<file path="src/rtl/err_tally_pkg.sv">
package err_tally_pkg;

    typedef enum logic [1:0] {
        SRC_NONE = 2'd0,
        SRC_LINE = 2'd1,
        SRC_TPAT = 2'd2,
        SRC_PRBS = 2'd3
    } src_e;

    localparam int unsigned CNT_W_DEF = 16;

endpackage

</file>
<file path="src/rtl/err_src_sel.sv">
module err_src_sel
    import err_tally_pkg::*;
(
    input  logic line_dec_en,
    input  logic tpat_chk_en,
    input  logic prbs_chk_en,
    input  logic code_err,
    input  logic disp_err,
    input  logic tpat_err,
    input  logic prbs_err,
    output src_e src,
    output logic hit
);

    // fixed priority: PRBS > test pattern > functional decoder
    always_comb begin
        if (prbs_chk_en)       src = SRC_PRBS;
        else if (tpat_chk_en)  src = SRC_TPAT;
        else if (line_dec_en)  src = SRC_LINE;
        else                   src = SRC_NONE;
    end

    always_comb begin
        unique case (src)
            SRC_PRBS: hit = prbs_err;
            SRC_TPAT: hit = tpat_err;
            SRC_LINE: hit = code_err | disp_err; // one code word per cycle
            default:  hit = 1'b0;
        endcase
    end

endmodule

</file>
<file path="src/rtl/err_tally_core.sv">
module err_tally_core #(
    parameter int unsigned          W       = 16,
    parameter logic [W-1:0]         RST_VAL = 16'hFFFD
) (
    input  logic         clk,
    input  logic         rst_n,
    input  logic         hit,
    input  logic         rd_stb,
    output logic [W-1:0] cnt
);

    localparam logic [W-1:0] CNT_MAX = '1;
    localparam logic [W-1:0] CNT_ONE = W'(1);

    typedef struct packed {
        logic [W-1:0] cnt;
    } state_t;

    state_t st_d, st_q;

    always_comb begin
        st_d = st_q;
        if (rd_stb) begin
            st_d.cnt = hit ? CNT_ONE : '0;
        end else if (hit && (st_q.cnt != CNT_MAX)) begin
            st_d.cnt = st_q.cnt + CNT_ONE;
        end
    end

    always_ff @(posedge clk) begin
        if (!rst_n) st_q <= '{cnt: RST_VAL};
        else        st_q <= st_d;
    end

    assign cnt = st_q.cnt;

endmodule

</file>
<file path="src/rtl/err_tally.sv">
module err_tally
    import err_tally_pkg::*;
#(
    parameter int unsigned  CNT_W   = CNT_W_DEF,
    parameter logic [CNT_W-1:0] RST_VAL = 16'hFFFD
) (
    input  logic             clk,
    input  logic             rst_n,
    input  logic             line_dec_en,
    input  logic             tpat_chk_en,
    input  logic             prbs_chk_en,
    input  logic             code_err,
    input  logic             disp_err,
    input  logic             tpat_err,
    input  logic             prbs_err,
    input  logic             rd_stb,
    output logic [CNT_W-1:0] cnt_o
);

    src_e src;
    logic hit;

    err_src_sel u_sel (
        .line_dec_en (line_dec_en),
        .tpat_chk_en (tpat_chk_en),
        .prbs_chk_en (prbs_chk_en),
        .code_err    (code_err),
        .disp_err    (disp_err),
        .tpat_err    (tpat_err),
        .prbs_err    (prbs_err),
        .src         (src),
        .hit         (hit)
    );

    err_tally_core #(.W(CNT_W), .RST_VAL(RST_VAL)) u_core (
        .clk    (clk),
        .rst_n  (rst_n),
        .hit    (hit),
        .rd_stb (rd_stb),
        .cnt    (cnt_o)
    );

endmodule

</file>
<file path="config.mk">
export PLATFORM = sky130hd
export DESIGN_NAME = err_tally
export DESIGN_NICKNAME = d
export VERILOG_FILES = /design/src/rtl/err_tally_pkg.sv /design/src/rtl/err_src_sel.sv /design/src/rtl/err_tally_core.sv /design/src/rtl/err_tally.sv
export SDC_FILE = /design/constraint.sdc
export NUM_CORES = 1
export LEC_CHECK = 0
export ABC_AREA = 1
export BUFFER_PORTS_ARGS = -buffer_cell sky130_fd_sc_hd__buf_2
export CORE_MARGIN = 3
export CORE_UTILIZATION = 55
export CTS_CLUSTER_DIAMETER = 120
export CTS_CLUSTER_SIZE = 40
export DETAILED_ROUTE_END_ITERATION = 8
export PLACE_DENSITY = 0.85
export SLEW_MARGIN = 20
export SYNTH_ARGS = -nofsm -noshare
export SYNTH_HDL_FRONTEND = slang
export SYNTH_SLANG_ARGS = --single-unit
export TNS_END_PERCENT = 10
</file>
<file path="constraint.sdc">
create_clock -name clk -period 2.6 [get_ports clk]
set_clock_uncertainty 0.2 [all_clocks]
set_input_delay 0.78 -clock clk [delete_from_list [all_inputs] [get_ports clk]]
set_output_delay 0.78 -clock clk [all_outputs]
set_load 0.02 [all_outputs]
</file>
# Word level (Yosys, flattened, before mapping)
# Index checks and enable logic that the tools add are counted.
[totals] regBits=16 latch_bits=0 ram_bits=0 rom_bits=0 inputBits=10 output_inout_bits=16 word_cells=16 memories=0
[op_classes] n_addsub=1 n_mul=0 div=0 magnitude_cmp=0 eq_ne=4 shifts=0 n_mux=7 n_bitwise=1 reduce_logical=2
[ops] cell="16-bit two-way mux" count=2
[ops] cell="16-bit by 1-bit adder with 16-bit output, second input constant" count=1
[ops] cell="16-bit inequality test, second input constant" count=1
[ops] cell="2-bit == test, second input constant" count=2
[ops] cell="2-bit two-way mux" count=2
[ops] cell="1-bit one-hot mux with 3 select lines" count=1
[ops] cell="2-bit by 1-bit == test with 1-bit output, second input constant" count=1
[ops] cell="1-bit two-way mux" count=2
[ops] cell="2-bit nonzero test" count=1
[ops] cell="1-bit logical AND" count=1
[ops] cell="1-bit bitwise OR" count=1

# Logic depth before layout (Yosys ltp)
[depth] word_depth=8 mapped_depth=10 ltp_nobuf=10

# Modules after synthesis
# From an unflattened synthesis, not the netlist that was laid out.
[hier_totals] cells_unflattened=175 area_unflattened_um2=1076.0
[by_module_without_submodules] mod="err_tally_core" n_inst=1 cells_each=163 area_each_um2=1022.2 seq_area_each_um2=320.3
[by_module_without_submodules] mod="err_src_sel" n_inst=1 cells_each=12 area_each_um2=53.8 seq_area_each_um2=0.0

# Least setup slack after synthesis
# Ideal clock, no wire load.
[synth_timing] path_type="reg-to-reg" from="register u_core.st_q (netlist bit u_core.cnt[0])" to="register u_core.st_q (netlist bit u_core.cnt[10])" setup_ns=0.064 t_arrival_ns=1.615 path_slack_ns=0.721 path_stages_with_launch=11 period_less_slack_ns=1.879 cell_sequence="dfxtp_1 -> ha_1 -> nand3_2 -> inv_2 -> nand2_2 -> nor2_2 -> nor2_2 -> nor2_4 -> buf_6 -> nand2_1 -> nand3_1"
[synth_via] elab_chain_cells=3 word_cells_on_any_way=6
[synth_lines] item="start, declared" line_no="err_tally_core.sv:19" rtl="state_t st_d, st_q;"
[synth_lines] item="start signal, assigned" line_no="err_tally_core.sv:31" rtl="if (!rst_n) st_q <= '{cnt: RST_VAL};"
[synth_lines] item="start signal, assigned" line_no="err_tally_core.sv:32" rtl="else st_q <= st_d;"
[synth_lines] item="16-bit by 1-bit adder with 16-bit output / 16-bit inequality test (equally long branches)" line_no="err_tally_core.sv:26, err_tally_core.sv:25"
[synth_lines] item="16-bit two-way mux / 1-bit logical AND (equally long branches)" line_no="err_tally_core.sv:25" rtl="end else if (hit && (st_q.cnt != CNT_MAX)) begin"
[synth_lines] item="16-bit two-way mux / 2-bit nonzero test (equally long branches)"
# Several ways; a longest one is shown, not always the timed one. The select of a mux whose other input is x is not followed.
# A chain may end at the register's enable or synchronous reset.

# Final worst setup path
[layout_timing] from="register u_core.st_q (netlist bit u_core.cnt[0])" to="register u_core.st_q (netlist bit u_core.cnt[2])"
# Same word-level chain as after synthesis.

==> impl_results.md <==
- Status: complete, no violations
- WL/cell: ~12 um
- GP Congestion: about 0.90
- Initial DRC count: 37
- Finished Layout Cells: roughly 220
- Die Ht: 49.61 um
- Pin count of the biggest net entering global routing: 17
- Leak: 0.5813 nW
- Critical Path RT: around 2600 ps
- Layout cells sized above 1: 20.31%
- Post-CTS setup buffer count: 0
- Largest register FFs: 16
- Commonest non-fill, non-tap cells in the layout: nand2_1 (52), buf_2 (25), nor2_1 (22)
- Hold Fails Final Rpt: 0
- Largest delay share family, worst path: simple AND/OR/NAND/NOR gates
- Worst vdd ir: 0.4199 mV
- Routed wl met2: 1229 um
- Slowest cell delay on critical path: 490 ps
- First-pass GRT wire length: 4705 um
- Cell Pwr Density: 545.4 nW/um2
- Antenna cell count: 0
- Synthesized flop and latch total: 16
- Placed cell count: 213
- Gr usage total: 24.27%
- Root Driver: clkbuf_4
- Max Transition Viols Final: 0
- Critical path cell sequence: ha_1, nand3_2, inv_2, nand2_2, nor2_2, nor2_2, nor2_4, nand2_1, nand3_1
- CP Buf/Inv Count: 1
- GRT overflow: 0
- Sequential-to-total area share from yosys stat: between 30% and 40%
- Area growth, synth to finish: 16.87%
- Die area: 2461 um2
- CTS Buf Count: 3
- Row cnt: 15
- Crit Path Max Fanout: 15
- Vias in the first global route: about 1100
- TNS Setup: 0 ps
- Core Region: 1764 um2
- Clk_lat worst skew: a little under 300 ps
- Post-route DRC: 0
- ANT nets after route: 0
- # hold bufs at CTS: 0
- Kind of start point of the critical path: flip-flop
- Slew @ Worst Pin: 419.0 ps
- Synth area leader: dfxtp_1
- Max Cap Viol: 0
- Post-synth net total: about 180
- Tightest Hold Check Type: reg -> reg
- Cts repair resizes: 0
- Total Routed Length: 2535 um
- Routed wl met3: 144 um
- WL met1: 1111 um
- Synth Cell Area: approximately 1000 um2
- RSZ-0062 raised after global routing: false
- Initial antenna violation count: 0
- Yosys top cell area share: between 30 and 40%
- Rel. slew slack: 72.03%
- Final worst path period need: 2090 ps
- Final #Nets: 204
- Clk slew on worst S/H paths: roughly 100 ps
- IO Count: 26
- # setup viols final: 0
- Crit share post-route: 80.38%
- Synth area leaders: dfxtp_1 (31%), nand2_1 (19%), nand3_1 (10%)
- Longest Clk Path Bufs: 2
- CTS tree: done
- Syn Area/Cell: 6.301 um2
- H-tree Lvls: 1
- Slowest cell on crit path: dfxtp_1
- Post-synth cell types: 22
- Synth warn: 0
- Vias per Instance: 5.442
- DR vias: 1181
- Leading cell type in the layout, fill and taps excluded: nand2_1
- Crit end category: flip-flop
- DR top layer: met4
- Initial core utilization: 59.29%
- Die width: 49.61 um
- Sink Count: 16
- DP Wirelength: ~2000 um
- Setup CP Type: reg -> reg
- Arrival time worst endpoint: 2130 ps
- Fmax: 478.5 MHz
- I/O Buffers: 25
- CP most frequent cell: nor2_2
- TritonRoute pass-1 iters: 4
- Cells after Synth: 166
-- cells by family after synthesis --
| logic type | count (synthesis) | share of synthesized area (%) |
|---|---|---|
| AO/OA/AOI/OAI | 8 | 4.785 |
| XOR/XNOR | 5 | 4.186 |
| adder cells (fa/ha/maj) | 1 | 1.196 |
| buffers and inverters | 17 | 6.936 |
| flip-flops | 16 | 30.62 |
| AND/OR/NAND/NOR | 119 | 52.27 |
-- synthesized netlist by cell type --
master and n:
a21boi_0 1, a21oi_1 2, buf_1 1, buf_2 1
buf_6 1, clkbuf_1 1, dfxtp_1 16, ha_1 1
inv_1 12, inv_2 1, nand2_1 52, nand2_2 1
nand3_1 21, nand3_2 1, nand4_1 16, nor2_1 22
nor2_2 2, nor2_4 2, o21ai_0 2, o21bai_1 3
or2_2 2, xor2_1 5
-- final cells by class --
cell class                 count  area (um2)
multi-input combinational    133       653.1
tap                           25       31.28
timing repair buffer          26       132.6
clock buffer                   4       36.28
inverter                      13       48.80
fill                         176       541.8
sequential                    16       320.3
-- per-stage QoR --
step | hold slack [ps] | cell area [um2] | utilization (%) | setup slack, ps | power, mW
after floorplan | 384.4 | 1046 | - | 721.0 | 0.4436
after global placement | 314.3 | 1186 | 67.23 | 472.3 | 0.4964
after detailed placement | 322.5 | 1186 | 67.23 | 391.5 | 0.5026
after CTS | 337.3 | 1222 | 69.29 | 532.6 | 0.6692
after global routing | 367.4 | 1222 | 69.29 | 316.3 | 0.7111
final | 332.6 | 1222 | 69.29 | 510.2 | 0.6667
-- tightest hold or removal path: stages, from the launching register on --
cell	delay, ps
dfxtp_1	360
nand2_1	80
nand3_1	60
-- power by group --
part           total (mW)  internal (mW)  switching, mW
logic               0.191         0.0675          0.124
clock network       0.169         0.0854         0.0831
registers           0.307          0.269         0.0373
total               0.667          0.422          0.244
-- metal layers --
metal / up-vias / track usage, %
met5: - / 0
met4: 0 / 8.295
met3: 7 / 5.438
met2: 38 / 42.51
met1: 534 / 28.78
li1: 602 / -
-- worst paths after layout --
path / start / end / slack [ps] / cells after the start
setup / recovery: u_core.cnt[0] / u_core.cnt[2] / 510 / 9
hold / removal: u_core.cnt[4] / u_core.cnt[4] / 330 / 2
setup reg to reg: u_core.cnt[0] / u_core.cnt[2] / 510 / 9
hold reg to reg: u_core.cnt[4] / u_core.cnt[4] / 330 / 2
Note: power is estimated with default switching activity, not from simulation.
